### src/rtl/pix_unpack_pkg.sv
package pix_unpack_pkg;

    localparam int FMT_W  = 4;
    localparam int CH_W   = 8;
    localparam int PIX_W  = 4 * CH_W;
    localparam int WORD_W = 32;
    localparam int HALF_W = WORD_W / 2;

    typedef enum logic [FMT_W-1:0] {
        FMT_A1RGB555 = 4'd0,
        FMT_A4RGB444 = 4'd1,
        FMT_X1RGB555 = 4'd2,
        FMT_X4RGB444 = 4'd3,
        FMT_RGB565   = 4'd4,
        FMT_ARGB8888 = 4'd5,
        FMT_XRGB8888 = 4'd6,
        FMT_ALPHA8   = 4'd7,
        FMT_YUYV     = 4'd8,
        FMT_UYVY     = 4'd9
    } pix_fmt_e;

    typedef struct packed {
        logic [CH_W-1:0] a;
        logic [CH_W-1:0] r;
        logic [CH_W-1:0] g;
        logic [CH_W-1:0] b;
    } argb_t;

    // Widen an n-bit field held in the low bits of v to CH_W bits by
    // repeating its most significant bits into the low positions.
    function automatic logic [CH_W-1:0] widen(input logic [CH_W-1:0] v, input int n);
        logic [CH_W-1:0] res;
        int k;
        for (int i = 0; i < CH_W; i++) begin
            k = (n - 1) - (((CH_W - 1) - i) % n);
            res[i] = v[k[2:0]];
        end
        return res;
    endfunction

    // Formats whose word holds two pixels.
    function automatic logic fmt_is_pair(input logic [FMT_W-1:0] f);
        return (f <= 4'd4) || (f == 4'd8) || (f == 4'd9);
    endfunction

    // Formats whose output alpha is always opaque.
    function automatic logic fmt_is_opaque(input logic [FMT_W-1:0] f);
        return (f == 4'd2) || (f == 4'd3) || (f == 4'd4) || (f == 4'd6) ||
               (f == 4'd8) || (f == 4'd9);
    endfunction

endpackage

### src/rtl/unpack_decode.sv
module unpack_decode
    import pix_unpack_pkg::*;
(
    input  logic [FMT_W-1:0]  fmt,
    input  logic [WORD_W-1:0] word,
    input  logic              slot,
    output logic [PIX_W-1:0]  pixel
);

    logic [HALF_W-1:0] half;
    logic [CH_W-1:0]   b0, b1, b2, b3;
    argb_t             p555, p444, p565, pyuv;
    logic [CH_W-1:0]   luma, cb, cr;

    assign half = slot ? word[WORD_W-1:HALF_W] : word[HALF_W-1:0];
    assign b0   = word[7:0];
    assign b1   = word[15:8];
    assign b2   = word[23:16];
    assign b3   = word[31:24];

    // 1-5-5-5 layout
    always_comb begin
        p555.a = {CH_W{half[15]}};
        p555.r = widen({3'b000, half[14:10]}, 5);
        p555.g = widen({3'b000, half[9:5]}, 5);
        p555.b = widen({3'b000, half[4:0]}, 5);
    end

    // 4-4-4-4 layout
    always_comb begin
        p444.a = widen({4'h0, half[15:12]}, 4);
        p444.r = widen({4'h0, half[11:8]}, 4);
        p444.g = widen({4'h0, half[7:4]}, 4);
        p444.b = widen({4'h0, half[3:0]}, 4);
    end

    // 5-6-5 layout
    always_comb begin
        p565.a = 8'hFF;
        p565.r = widen({3'b000, half[15:11]}, 5);
        p565.g = widen({2'b00, half[10:5]}, 6);
        p565.b = widen({3'b000, half[4:0]}, 5);
    end

    // luma/chroma byte selection for the two 4:2:2 orders
    always_comb begin
        if (fmt == FMT_UYVY) begin
            cb   = b0;
            cr   = b2;
            luma = slot ? b3 : b1;
        end else begin
            cb   = b1;
            cr   = b3;
            luma = slot ? b2 : b0;
        end
        pyuv.a = 8'hFF;
        pyuv.r = cr;
        pyuv.g = luma;
        pyuv.b = cb;
    end

    always_comb begin
        unique case (fmt)
            FMT_A1RGB555: pixel = p555;
            FMT_X1RGB555: pixel = {8'hFF, p555.r, p555.g, p555.b};
            FMT_A4RGB444: pixel = p444;
            FMT_X4RGB444: pixel = {8'hFF, p444.r, p444.g, p444.b};
            FMT_RGB565:   pixel = p565;
            FMT_ARGB8888: pixel = word;
            FMT_XRGB8888: pixel = {8'hFF, word[23:0]};
            FMT_ALPHA8:   pixel = {b0, 24'h000000};
            FMT_YUYV,
            FMT_UYVY:     pixel = pyuv;
            default:      pixel = '0;
        endcase
    end

endmodule

### src/rtl/unpack_ctrl.sv
module unpack_ctrl (
    input  logic clk,
    input  logic rst_n,
    input  logic in_valid,
    input  logic held_pair,
    input  logic out_ready,
    output logic in_ready,
    output logic load,
    output logic slot,
    output logic out_valid,
    output logic out_last
);

    typedef enum logic [1:0] {
        ST_IDLE  = 2'd0,
        ST_LEAD  = 2'd1,
        ST_TRAIL = 2'd2
    } ctrl_state_e;

    ctrl_state_e state_q, state_d;

    always_ff @(posedge clk) begin
        if (!rst_n) state_q <= ST_IDLE;
        else        state_q <= state_d;
    end

    always_comb begin
        state_d   = state_q;
        in_ready  = 1'b0;
        load      = 1'b0;
        slot      = 1'b0;
        out_valid = 1'b0;
        out_last  = 1'b0;
        unique case (state_q)
            ST_IDLE: begin
                in_ready = 1'b1;
                load     = in_valid;
                state_d  = in_valid ? ST_LEAD : ST_IDLE;
            end
            ST_LEAD: begin
                out_valid = 1'b1;
                out_last  = !held_pair;
                if (out_ready) begin
                    if (held_pair) begin
                        state_d = ST_TRAIL;
                    end else begin
                        in_ready = 1'b1;
                        load     = in_valid;
                        state_d  = in_valid ? ST_LEAD : ST_IDLE;
                    end
                end
            end
            ST_TRAIL: begin
                out_valid = 1'b1;
                out_last  = 1'b1;
                slot      = 1'b1;
                if (out_ready) begin
                    in_ready = 1'b1;
                    load     = in_valid;
                    state_d  = in_valid ? ST_LEAD : ST_IDLE;
                end
            end
            default: state_d = ST_IDLE;
        endcase
    end

    // no new word while the first pixel of a pair waits
    a_r13_ready_blocked: assert property (@(posedge clk) disable iff (!rst_n)
        (out_valid && !out_last) |-> !in_ready);

    // a taken non-last pixel is followed by the closing pixel
    a_r3_pair_follows: assert property (@(posedge clk) disable iff (!rst_n)
        (out_valid && out_ready && !out_last) |=> (out_valid && out_last));

endmodule

### src/rtl/src_pixel_unpacker.sv
module src_pixel_unpacker
    import pix_unpack_pkg::*;
(
    input  logic              clk,
    input  logic              rst_n,
    input  logic              in_valid,
    output logic              in_ready,
    input  logic [FMT_W-1:0]  in_fmt,
    input  logic [WORD_W-1:0] in_word,
    output logic              out_valid,
    input  logic              out_ready,
    output logic [PIX_W-1:0]  out_pixel,
    output logic              out_last
);

    logic [FMT_W-1:0]  fmt_q;
    logic [WORD_W-1:0] word_q;
    logic              load;
    logic              slot;

    always_ff @(posedge clk) begin
        if (!rst_n) begin
            fmt_q  <= '0;
            word_q <= '0;
        end else if (load) begin
            fmt_q  <= in_fmt;
            word_q <= in_word;
        end
    end

    unpack_ctrl ctrl_i (
        .clk       (clk),
        .rst_n     (rst_n),
        .in_valid  (in_valid),
        .held_pair (fmt_is_pair(fmt_q)),
        .out_ready (out_ready),
        .in_ready  (in_ready),
        .load      (load),
        .slot      (slot),
        .out_valid (out_valid),
        .out_last  (out_last)
    );

    unpack_decode dec_i (
        .fmt   (fmt_q),
        .word  (word_q),
        .slot  (slot),
        .pixel (out_pixel)
    );

    // output held under backpressure
    a_r13_hold_stalled: assert property (@(posedge clk) disable iff (!rst_n)
        (out_valid && !out_ready) |=> (out_valid && $stable(out_pixel) && $stable(out_last)));

    // opaque formats always present alpha 0xFF
    a_r7_alpha_forced: assert property (@(posedge clk) disable iff (!rst_n)
        (out_valid && fmt_is_opaque(fmt_q)) |-> (out_pixel[31:24] == 8'hFF));

    // alpha-only pixels carry no colour
    a_r9_colour_zero: assert property (@(posedge clk) disable iff (!rst_n)
        (out_valid && fmt_q == FMT_ALPHA8) |-> (out_pixel[23:0] == 24'h0));

    // both pixels of a luma/chroma pair share chroma
    a_r12_chroma_shared: assert property (@(posedge clk) disable iff (!rst_n)
        (out_valid && out_ready && !out_last && (fmt_q == FMT_YUYV || fmt_q == FMT_UYVY))
        |=> (out_pixel[23:16] == $past(out_pixel[23:16]) && out_pixel[7:0] == $past(out_pixel[7:0])));

endmodule

### config.mk
export PLATFORM = sky130hd
export DESIGN_NAME = src_pixel_unpacker
export DESIGN_NICKNAME = d
export VERILOG_FILES = /design/src/rtl/pix_unpack_pkg.sv /design/src/rtl/unpack_decode.sv /design/src/rtl/unpack_ctrl.sv /design/src/rtl/src_pixel_unpacker.sv
export SDC_FILE = /design/constraint.sdc
export NUM_CORES = 1
export LEC_CHECK = 0
export ABC_AREA = 1
export BUFFER_PORTS_ARGS = -buffer_cell sky130_fd_sc_hd__buf_4
export CORE_UTILIZATION = 45
export CTS_BUF_LIST = sky130_fd_sc_hd__clkbuf_16
export DETAILED_ROUTE_END_ITERATION = 6
export GPL_TIMING_DRIVEN = 0
export PLACE_DENSITY = 0.79
export SETUP_SLACK_MARGIN = 0.4
export SYNTH_ARGS = -nofsm -noshare
export SYNTH_HDL_FRONTEND = slang
export SYNTH_SLANG_ARGS = --single-unit
### constraint.sdc
create_clock -name clk -period 2.1 [get_ports clk]
set_clock_uncertainty 0.05 [all_clocks]
set_input_delay 0.105 -clock clk [delete_from_list [all_inputs] [get_ports clk]]
set_output_delay 0.105 -clock clk [all_outputs]
set_load 0.05 [all_outputs]
# --- After elaboration in Yosys (flattened, before gate mapping) ---
# Index checks and enable logic that the tools add are counted.
word_totals:
  ram_bits: 0
  latchBits: 0
  regBits: 38
  mem_count: 0
  out_inout_bits: 35
  rom_bits: 0
op_classes:
  n_mul: 0
  n_mux: 23
  addsub: 0
  n_reduce_logical: 8
  bitwise: 0
  n_shift: 0
  n_div: 0
  magnitude_cmp: 1
  n_eq_ne: 13
ops:
  columns: ["cell", "count"]
  rows:
  - ["$pmux W32 S9", 1]
  - ["$mux W8", 5]
  - ["$eq A4 B3 Y1 const B", 4]
  - ["$mux W16", 1]
  - ["$mux W1", 9]
  - ["$eq A4 B2 Y1 const B", 2]
  - ["$eq A4 B4 Y1 const B", 2]
  - ["$mux W2", 3]
  - ["$pmux W1 S3", 2]
  - ["$pmux W2 S3", 1]
  - ["$eq A4 B1 Y1 const B", 1]
  - ["$le A4 B3 Y1 const B", 1]
  - ["$logic_not A4 Y1", 1]
  - ["$ne A2 B2 Y1 const B", 2]
  - ["$reduce_or A2 Y1", 2]
  - ["$eq A2 B1 Y1 const B", 1]
  - ["$eq A2 B2 Y1 const B", 1]
  - ["$logic_not A2 Y1", 1]
  - ["$logic_or A1 B1 Y1", 2]
  - ["$pmux W1 S2", 1]
  - ["$reduce_and A2 Y1", 1]
  - ["$logic_not A1 Y1", 1]

# --- Logic depth before layout (Yosys ltp) ---
# Gate-level depths: netlist of the first run.
logic_depth:
  depth_word: 6
  mapped_depth: 11
  depth_no_buf: 9

# --- By module ---
# From an unflattened synthesis of the first run, not the netlist that was laid out.
hier_totals:
  cells_unflattened: 659
  area_unflattened_um2: 3748.6
by_module_without_submodules:
  columns: ["mod", "cells_each", "n_inst", "seq_area_each_um2", "area_per_inst_um2"]
  rows:
  - ["src_pixel_unpacker", 235, 1, 720.7, 1833.0]
  - ["unpack_decode", 387, 1, 0.0, 1682.9]
  - ["unpack_ctrl", 37, 1, 40.0, 232.7]

# --- Worst setup path after synthesis of the first run ---
# Ideal clock, no wire load.
synth_timing:
  path_type: "reg-to-output"
  startpoint: "register ctrl_i.state_q[0]"
  endpoint: "output out_last"
  t_required_ps: 1945
  arrival_ps: 2218
  n_path_buf: 0
  path_slack_ps: -273
  path_stages_with_launch: 4
  path_cell_list: "dfxtp_1 -> inv_1 -> ha_1 -> a21boi_0"
synth_via:
  elab_chain_cells: 2
  word_cells_on_any_way: 3
synth_lines:
  columns: ["item", "line_no", "rtl"]
  rows:
  - ["start: declaration", "unpack_ctrl.sv:20", "ctrl_state_e state_q, state_d;"]
  - ["start signal: assignment", "unpack_ctrl.sv:24", "else state_q <= state_d;"]
  - ["$eq A2 B2 Y1 / $eq A2 B1 Y1 (equally long branches)", "unpack_ctrl.sv:34", "unique case (state_q)"]
  - ["$pmux W1 S2 *", "unpack_ctrl.sv:34", null]
  - ["end: declaration", "src_pixel_unpacker.sv:13", "output logic out_last"]
# Every way passes the cells marked *; elsewhere a longest branch is shown, timed or not.

# --- Final worst setup path of the first run ---
layout_timing:
  startpoint: "register ctrl_i.state_q[0]"
  endpoint: "output out_pixel[13]"
layout_via:
  elab_chain_cells: 5
  word_cells_on_any_way: 7
layout_lines:
  columns: ["item", "line_no", "rtl"]
  rows:
  - ["$eq A2 B2 Y1 *", "unpack_ctrl.sv:34", null]
  - ["$mux W1 *", "unpack_ctrl.sv:34", null]
  - ["$mux W8 (on tied branches)", "unpack_decode.sv:54, unpack_decode.sv:50", null]
  - ["$mux W8", "unpack_decode.sv:47", "if (fmt == FMT_UYVY) begin"]
  - ["$pmux W32 S9 *", "unpack_decode.sv:63", "unique case (fmt)"]
  - ["end: declaration", "src_pixel_unpacker.sv:12", "output logic [PIX_W-1:0] out_pixel,"]
# Marks and branches as above.

==> summary.txt, run 1 <==
Status
  – Run status: complete, but fails checks
  – Violated checks: design-rule violations, negative setup slack

Worst setup path
  – Setup crit start: ctrl_i.state_q[0]$_SDFFE_PN0P_
  – Worst path slowest cell: dfxtp_4
  – Max FO, Critical Path: 6
  – Worst path cell trace: inv_4 > ha_4 > buf_12 > buf_8 > nand2_2 > a21boi_4 > nor2_1 > nor3_2 > nand3_2 > buf_6
  – Worst r2r src: ctrl_i.state_q[0]$_SDFFE_PN0P_
  – Critical Path Max Stage Delay: 0.36 ns
  – Critical path launch point type: flop
  – Critical path class: reg -> out
  – WP data required: 1.95 ns
  – CP arrival: 1.99 ns
  – Setup crit end kind: output pin

Power
  – Sequential power share: 21.8%
  – NetSw: 2.11 mW
  – Maximum vdd drop: 0.849 mV
  – Cell Int Power: 2.27 mW
  – Leak pwr: 2.60 nW
  – Switch share: 48.1%
  – Clock power frac: 17.0%
  – PwrDens: 819 nW/µm²
  – Combinational power share: 61.2%

Drt
  – Post-DRT Antenna Nets: 0
  – 1st-pass router iterations: 7
  – Wirelength per Cell: 20.0 µm
  – DRT Wirelength: 14.1 mm
  – Remaining DRCs: 6
  – Via density: 6.01
  – DRT iter0 DRCs: 454
  – Vias: 4229

Logic synthesis
  – Yosys Warn Count: 0
  – Async set or reset register ratio after synthesis: 0%
  – Synth Instances: 510
  – #FFs+latches synth: 38
  – Sequential-to-total area share from yosys stat: 25.1%
  – Post-synth EDFFs: 0
  – Syn Nets: 554
  – Cell variety after synth: 31
  – Synth cell count leaders: nand2_1 (126), inv_1 (68), nor2_1 (59)
  – Top cell type's share of synthesized area: 25.1%
  – Prevailing post-synth register cell: dfxtp_1
  – Average size of a mapped cell: 5.94 µm²
  – Mapped Area: 3030 µm²
  – Top post-synthesis cells by area: dfxtp_1 (25%), nand2_1 (16%), a21oi_1 (9.6%)
  – Yosys top cell by area: dfxtp_1
  – Most frequent cell after synthesis: nand2_1

Die
  – DIE HEIGHT: 84.1 µm
  – # IOs: 75
  – Std cell rows: 29
  – Core ar.: 6420 µm²
  – Initial Util: 47.2%
  – Die area: 7070 µm²
  – Die Wd: 84.1 µm

Final layout
  – Final cell count without fillers: 704
  – Share of layout cells above drive strength 1: 49.1%
  – Ant. Diodes: 0
  – Area growth, synth to finish: 76.5%
  – Post-layout nets: 670
  – Final instance area: 5350 µm²
  – Final core occ: 83.3%

Placement
  – IO Port Bufs: 73
  – Post-Place Cells: 660
  – Placed Area: 3900 µm²
  – Post-detail-place hpwl: 8.70 mm
  – Routability cong.: 0.984

Timing
  – Maximum clock frequency: 466 MHz
  – Post-route setup TNS: -0.0715 ns
  – Final min period: 2.14 ns
  – Worst-Margin Slew: 0.630 ns
  – Final Hold Fails: 0
  – Fin Hold WS: 0.0791 ns
  – RSZ-0062 raised after global routing: yes
  – Max Slew Vio Count: 0
  – Slew headroom: 58.0%
  – PnR worst setup slack: -0.0445 ns
  – Endpoints failing setup: 4
  – Tcrit/Tclk final: 102%

Clock network
  – H-tree depth: 2
  – Clk root buf: clkbuf_16
  – TritonCTS clock tree: done
  – CTS sink cnt: 38
  – Max Buffers Root-to-Sink: 2
  – Clk_lat worst skew: 0.28 ns
  – CTS buffer count: 5
  – Worst-path clk slew: 0.06 ns

Global route
  – Pin count of the biggest net entering global routing: 12
  – Total gr overflow: 0
  – Global-route wire length before repair: 19.8 mm
  – Vias in the first global route: 3793
  – Tot GR Track Use: 36.7%
  – Antenna violations before repair: 0

Run
  – Max-cap viol count: 0

Hold path
  – Min-delay worst type: in -> reg
  – Hold path start: in_word[5]
==> critical path: cells and delay by family (launching register included) <==
family	cells	cell delay [ns]
AO/OA/AOI/OAI	1	0.22
adder cells (fa/ha/maj)	1	0.15
buffers and inverters	4	0.48
flip-flops	1	0.36
AND/OR/NAND/NOR	4	0.49
==> per-layer routing <==
metal  global-route usage (%)  vias to the layer above  part of all wire [%]  wire length [µm]
li1                         -                     1908                     -                 -
met1                     47.3                     1970                    38              5310
met2                     59.8                      275                    47              6700
met3                     6.92                       76                   9.6              1350
met4                     15.7                        0                   5.3               745
met5                        0                        -                     0                 0
==> final cells by class <==
type	instances	area, µm²
multi-input cells	370	2690
fillers	389	1070
inverters	78	332
plain buffers	25	245
repair buffers	108	1080
clock inverters	3	12.5
well taps	77	96.3
flip-flops and latches	38	774
clock buffers	5	125
==> power by group through the flow <==
stage	sequential (mW)	combinational, mW	clock, mW
2_1_floorplan	0.885	1.39	0
3_3_place_gp	0.933	1.89	0
3_5_place_dp	0.934	1.90	0
4_1_cts	0.930	2.37	0.732
5_1_grt	0.959	2.78	0.767
6_report	0.954	2.68	0.746
==> placed cells by master, fill, tap and decap left out, types with 3 or more instances in the layout <==
cell type   instances
nand2_1            82
clkinvlp_4          3
nor3_2              7
clkbuf_16           5
dfxtp_4             3
o21ai_2             3
nor2_2             10
nor2_4              7
buf_8              11
nand3_4            10
a22oi_2             4
inv_4               7
nand2_8             3
buf_12              6
clkbuf_2            3
o2111ai_2           4
o2111ai_4           5
buf_2               3
inv_1              57
nor2_1             45
nand2_4            17
dfxtp_1            33
nand3_1            26
o21ai_4            12
a21oi_2            11
clkbuf_1            4
buf_4              60
nand4_1            10
nand2_2            29
a21oi_1            46
nand3_2            18
buf_6              42
a22oi_1             5
inv_2              10
==> through the flow <==
step	worst slack (ns)	total power, mW
6_report	-0.0445	4.38
4_1_cts	0.0160	4.03
3_3_place_gp	-0.0460	2.82
5_1_grt	-0.109	4.51
2_1_floorplan	0.153	2.27
3_5_place_dp	-0.106	2.83
==> cell families (layout without fill, tap and decap cells) <==
group                      after synthesis  count (layout)  share of synthesized area (%)
adders and majority gates                4               4                           1.65
buffers and inverters                  103             219                           15.1
DFF                                     38              38                           25.1
AOI/OAI and AO/OA                      100             100                           19.4
and+or+nand+nor                        265             266                           38.8
==> final timing paths <==
kind | end | slack, ns | depth (start not counted)
worst min-delay path | word_q[5]$_SDFFE_PN0P_ | 0.08 | 5
worst max register to register | word_q[20]$_SDFFE_PN0P_ | 0.26 | 13
worst max-delay path | out_pixel[13] | -0.04 | 10
worst min register to register | word_q[11]$_SDFFE_PN0P_ | 0.46 | 2
==> registers in the layout, summed over array words and instances (netlist names) <==
name and cells:
fmt_q 4, word_q 32, ctrl_i.state_q 2
==> timing repair <==
action,CTS,global route
gates resized for setup,172,87
hold buffers,0,0
setup buffers,17,13
pin swaps,43,34
cloned,6,0
setup endpoints to repair,70,70
Note: power is estimated with default switching activity, not from simulation.
==> run 2, diff against run 1 <==
Settings changed: BUFFER_PORTS_ARGS -buffer_cell sky130_fd_sc_hd__buf_4 to -buffer_cell sky130_fd_sc_hd__buf_2.
Clock period 2.1 ns to 2.02 ns, I/O delays scaled along.
==> summary.txt, run 2 (synthesized netlist as in run 1, its figures left out) <==
Worst setup path
  – CP arrival: 1.98 ns
  – WP data required: 1.87 ns
  – Worst path slowest cell: dfxtp_4
  – Cell family with most CP delay: buffers and inverters
  – WP buf/inv: 5
  – Critical Path Max Stage Delay: 0.35 ns
  – Critical path launch point type: flop
  – Critical path class: reg -> out
  – Max FO, Critical Path: 8
  – Setup crit end kind: output pin
  – Worst path cell trace: inv_4 > ha_4 > buf_12 > buf_12 > o21a_4 > inv_1 > nand2_1 > nand2_1 > a21oi_2 > nand3_4 > buf_8

Global route
  – Vias in the first global route: 3822
  – Global-route wire length before repair: 19.3 mm
  – Antenna violations before repair: 0
  – Pin count of the biggest net entering global routing: 12
  – Total gr overflow: 0
  – Tot GR Track Use: 35.3%

Drt
  – DRT Wirelength: 12.7 mm
  – Vias: 4104
  – Remaining DRCs: 4
  – DRT iter0 DRCs: 431
  – Routed wire length on met2: 6.00 mm
  – 1st-pass router iterations: 7
  – M1 wire length: 5.12 mm
  – Wirelength per Cell: 18.4 µm
  – Post-DRT Antenna Nets: 0
  – Via density: 5.92
  – Met3 wire length: 1.12 mm
  – Top sig layer: met4

Die
  – Std cell rows: 29
  – # IOs: 75
  – Die Wd: 84.1 µm
  – Core ar.: 6420 µm²
  – Initial Util: 47.2%
  – DIE HEIGHT: 84.1 µm
  – Die area: 7070 µm²

Final layout
  – Most common cell after layout, fill and taps aside: nand2_1
  – Top reg by flops: word_q
  – Ant. Diodes: 0
  – Final cell count without fillers: 693
  – Max FFs per register: 32
  – Top flop regs: word_q x32, fmt_q x4, ctrl_i.state_q x2
  – Post-layout nets: 659
  – Share of layout cells above drive strength 1: 43.8%
  – Final instance area: 5020 µm²
  – Area growth, synth to finish: 65.8%
  – Final core occ: 78.2%
  – Most frequent cells in the layout: nand2_1 (94), inv_1 (61), a21oi_1 (46)

Power
  – Combinational power share: 59.8%
  – Sequential power share: 22.6%
  – Cell Int Power: 2.25 mW
  – PwrDens: 864 nW/µm²
  – Leak pwr: 2.43 nW
  – Maximum vdd drop: 0.857 mV
  – Clock power frac: 17.6%
  – Switch share: 48.2%
  – NetSw: 2.09 mW

Timing
  – Post-route setup TNS: -0.657 ns
  – Max Slew Vio Count: 0
  – Final Hold Fails: 0
  – RSZ-0062 raised after global routing: yes
  – Maximum clock frequency: 469 MHz
  – Tcrit/Tclk final: 105%
  – Endpoints failing setup: 15
  – Worst-Margin Slew: 0.584 ns
  – Final min period: 2.13 ns
  – Slew headroom: 61.1%
  – PnR worst setup slack: -0.111 ns

Placement
  – IO Port Bufs: 73
  – Placed Area: 3810 µm²
  – Post-Place Cells: 660
  – Routability cong.: 0.996
  – Post-detail-place hpwl: 8.61 mm

Clock network
  – TritonCTS clock tree: done
  – Worst-path clk slew: 0.06 ns
  – CTS sink cnt: 38
  – Post-CTS Hold Fix Bufs: 0
  – Clk_lat worst skew: 0.28 ns
  – CTS buffer count: 5
  – Clk root buf: clkbuf_16
  – Max Buffers Root-to-Sink: 2
  – H-tree depth: 2

Hold path
  – Min-delay worst type: in -> reg

Status
  – Run status: complete, but fails checks
  – Violated checks: design-rule violations, negative setup slack

Run
  – Max-cap viol count: 0
==> run 2: final timing paths <==
path,start,end,slack (ns),depth (start not counted)
worst max-delay path,ctrl_i.state_q[0]$_SDFFE_PN0P_,out_pixel[22],-0.11,11
worst min-delay path,in_word[6],word_q[6]$_SDFFE_PN0P_,0.08,5
worst min register to register,word_q[8]$_SDFFE_PN0P_,word_q[8]$_SDFFE_PN0P_,0.47,2
worst max register to register,ctrl_i.state_q[0]$_SDFFE_PN0P_,fmt_q[0]$_SDFFE_PN0P_,0.24,10
==> run 2: worst reg2reg max path, stage by stage (launching register included) <==
cell and delay (ns):
dfxtp_4 0.36, inv_4 0.04, ha_4 0.15, buf_12 0.15, inv_6 0.12, nand3_1 0.11
nand2_2 0.15, nand2_4 0.14, buf_6 0.18, a21oi_1 0.16, nor2_1 0.06
==> run 2: per-layer routing <==
layer / up-vias / track usage, %
met5: - / 0
met4: 0 / 17.2
met3: 48 / 6.53
met2: 253 / 56.6
met1: 1929 / 45.3
li1: 1874 / -
==> run 2: stage by stage <==
| step | hold slack (ns) | power [mW] | setup WS, ns |
|---|---|---|---|
| 6_report | 0.0775 | 4.34 | -0.111 |
| 5_1_grt | 0.107 | 4.49 | -0.148 |
| 4_1_cts | 0.0815 | 4.15 | -0.0170 |
| 3_5_place_dp | 0.371 | 2.86 | -0.132 |
| 3_3_place_gp | 0.361 | 2.85 | -0.148 |
| 2_1_floorplan | 0.237 | 2.42 | 0.0772 |
==> run 2: area by class of cell <==
class | count | area [µm²]
repair buffers | 97 | 825
flip-flops and latches | 38 | 774
well taps | 77 | 96.3
fillers | 446 | 1400
clock buffers | 5 | 125
multi-input cells | 370 | 2620
clock inverters | 3 | 12.5
plain buffers | 25 | 254
inverters | 78 | 318
==> run 2: power by group through the flow <==
stage / clock, mW / combinational [mW] / sequential (mW)
global route: 0.794 / 2.71 / 0.987
finish: 0.765 / 2.59 / 0.981
floorplan: 0 / 1.50 / 0.921
detailed placement: 0 / 1.89 / 0.970
global placement: 0 / 1.88 / 0.970
CTS: 0.756 / 2.43 / 0.963
==> run 2: timing repair <==
action                                  in CTS  in global routing
pin swaps                                   30                 23
cloned                                       3                  0
gates resized for setup                    199                 46
buffers inserted                            16                  6
endpoints found under the setup margin      71                 71
==> run 3, diff against run 2 <==
Clock period 2.02 ns to 2.58 ns, I/O delays scaled along.
==> summary.txt, run 3 (synthesized netlist as in run 1, its figures left out) <==
Worst setup path
  – Worst path cell trace: inv_2 > ha_4 > buf_2 > nand2_1 > o21a_1 > inv_1 > nand2_2 > nand2_1 > a21oi_2 > nand3_1 > buf_6
  – Most used cell, CP: nand2_1
  – Worst r2r src: ctrl_i.state_q[1]$_SDFFE_PN0P_
  – Setup crit start: ctrl_i.state_q[0]$_SDFFE_PN0P_
  – WP data required: 2.40 ns
  – Max FO, Critical Path: 5
  – Cell family with most CP delay: buffers and inverters
  – Critical path launch point type: flop
  – WP buf/inv: 4
  – Critical Path Max Stage Delay: 0.35 ns
  – Worst path slowest cell: dfxtp_2
  – CP arrival: 1.97 ns
  – Critical path class: reg -> out
  – Setup crit end kind: output pin

Global route
  – Antenna violations before repair: 0
  – Pin count of the biggest net entering global routing: 13
  – GR Util met2: 52.3%
  – Most Used Layer, Global Route: met2
  – GR Util met3: 4.95%
  – Vias in the first global route: 3539
  – Tot GR Track Use: 32.2%
  – Met1 track demand over resource: 43.3%
  – Total gr overflow: 0
  – Global-route wire length before repair: 17.7 mm

Die
  – Initial Util: 47.2%
  – Std cell rows: 29
  – Die area: 7070 µm²
  – Die Wd: 84.1 µm
  – # IOs: 75
  – DIE HEIGHT: 84.1 µm
  – Core ar.: 6420 µm²

Clock network
  – TritonCTS clock tree: done
  – CTS buffer count: 5
  – Max Buffers Root-to-Sink: 2
  – Clk_lat worst skew: 0.28 ns
  – Worst-path clk slew: 0.06 ns
  – H-tree depth: 2
  – CTS sink cnt: 38
  – Clk root buf: clkbuf_16

Drt
  – DRT iter0 DRCs: 349
  – 1st-pass router iterations: 7
  – DRT Wirelength: 11.3 mm
  – Wirelength per Cell: 16.7 µm
  – Vias: 3822
  – Post-DRT Antenna Nets: 0
  – Via density: 5.65
  – Remaining DRCs: 6

Timing
  – PnR worst setup slack: 0.431 ns
  – Final min period: 2.15 ns
  – Final Hold Fails: 0
  – Slew headroom: 60.2%
  – Post-route setup TNS: 0 ns
  – RSZ-0062 raised after global routing: yes
  – Max Slew Vio Count: 0
  – Endpoints failing setup: 0
  – Tcrit/Tclk final: 83.3%
  – Maximum clock frequency: 465 MHz
  – Worst-Margin Slew: 0.597 ns

Final layout
  – Most frequent cells in the layout: nand2_1 (122), inv_1 (64), a21oi_1 (53), nor2_1 (53), nand3_1 (48)
  – Max FFs per register: 32
  – Top reg by flops: word_q
  – # fillers: 618
  – Share of layout cells above drive strength 1: 29.4%
  – Area growth, synth to finish: 37.1%
  – Final instance area: 4150 µm²
  – Most common cell after layout, fill and taps aside: nand2_1
  – Top flop regs: word_q x32, fmt_q x4, ctrl_i.state_q x2
  – Final cell count without fillers: 676
  – Ant. Diodes: 0
  – Post-layout nets: 642

Status
  – Run status: complete, but fails checks
  – Violated checks: design-rule violations

Placement
  – IO Port Bufs: 73
  – Place WS: 0.167 ns
  – Routability cong.: 0.984
  – Placed Area: 3500 µm²
  – Post-detail-place hpwl: 8.56 mm
  – Post-Place Cells: 660

Hold path
  – Hold path start: in_word[2]
  – Min-delay worst type: in -> reg

Power
  – Leak pwr: 2.07 nW
  – Maximum vdd drop: 0.460 mV
  – Pwr Total: 3.16 mW
  – PwrDens: 760 nW/µm²

Run
  – Max-cap viol count: 0
==> run 3: cell count changes in the layout (fill, tap and decap cells not counted), moves of 8 or more <==
| cell | delta |
|---|---|
| buf_4 | +11 |
| nand3_1 | +10 |
| o2111ai_4 | -8 |
| buf_6 | -21 |
| nand2_4 | -11 |
| nor2_1 | +8 |
| buf_8 | -9 |
| nand2_2 | -17 |
| nand2_1 | +28 |
==> run 3: layer usage <==
metal / wire length, µm / part of all wire, %
met5: 0 / 0
met4: 237 / 2.1
met3: 921 / 8.2
met2: 5270 / 47
met1: 4850 / 43
==> run 3: worst paths after layout <==
path                              to  slack (ns)  depth (start not counted)
min           word_q[2]$_SDFFE_PN0P_        0.11                          5
min reg2reg  word_q[13]$_SDFFE_PN0P_        0.47                          2
max                    out_pixel[22]        0.43                         11
max reg2reg  word_q[15]$_SDFFE_PN0P_        0.57                          6
==> run 3: worst min-delay path, cell delays in order <==
cell	delay [ns]
buf_2	0.07
inv_1	0.03
nand3_1	0.06
nand2_1	0.04
nor2_1	0.07
==> run 3: area by class of cell <==
cell class	instances	area (µm²)	share of cell area, %
Multi-Input combinational cell	369	2060	49.5
Sequential cell	38	768	18.5
Timing Repair Buffer	81	557	13.4
Inverter	78	295	7.11
Buffer	25	191	4.61
Clock buffer	5	125	3.01
Tap cell	77	96.3	2.32
Clock inverter	3	63.8	1.54
==> run 3: metrics by stage <==
stage                     hold slack [ns]  utilization, %
after global placement              0.388            54.4
final                               0.106            64.7
after CTS                           0.109            60.2
after global routing                0.138            64.7
after detailed placement            0.398            54.4
after floorplan                     0.265               -
==> run 3: timing repair <==
action / in CTS / in global routing
resized for setup: 63 / 59
cloned: 0 / 2
setup buffers: 2 / 4
hold buffers: 0 / 0
pin swaps: 5 / 15
endpoints found under the setup margin: 35 / 32
hold endpoints to repair: 0 / 0
==> run 3: power breakdown <==
group / total (mW) / internal [mW] / switching (mW)
logic: 1.60 / 0.508 / 1.10
clock network: 0.803 / 0.551 / 0.252
registers: 0.751 / 0.658 / 0.0925
total: 3.16 / 1.72 / 1.44
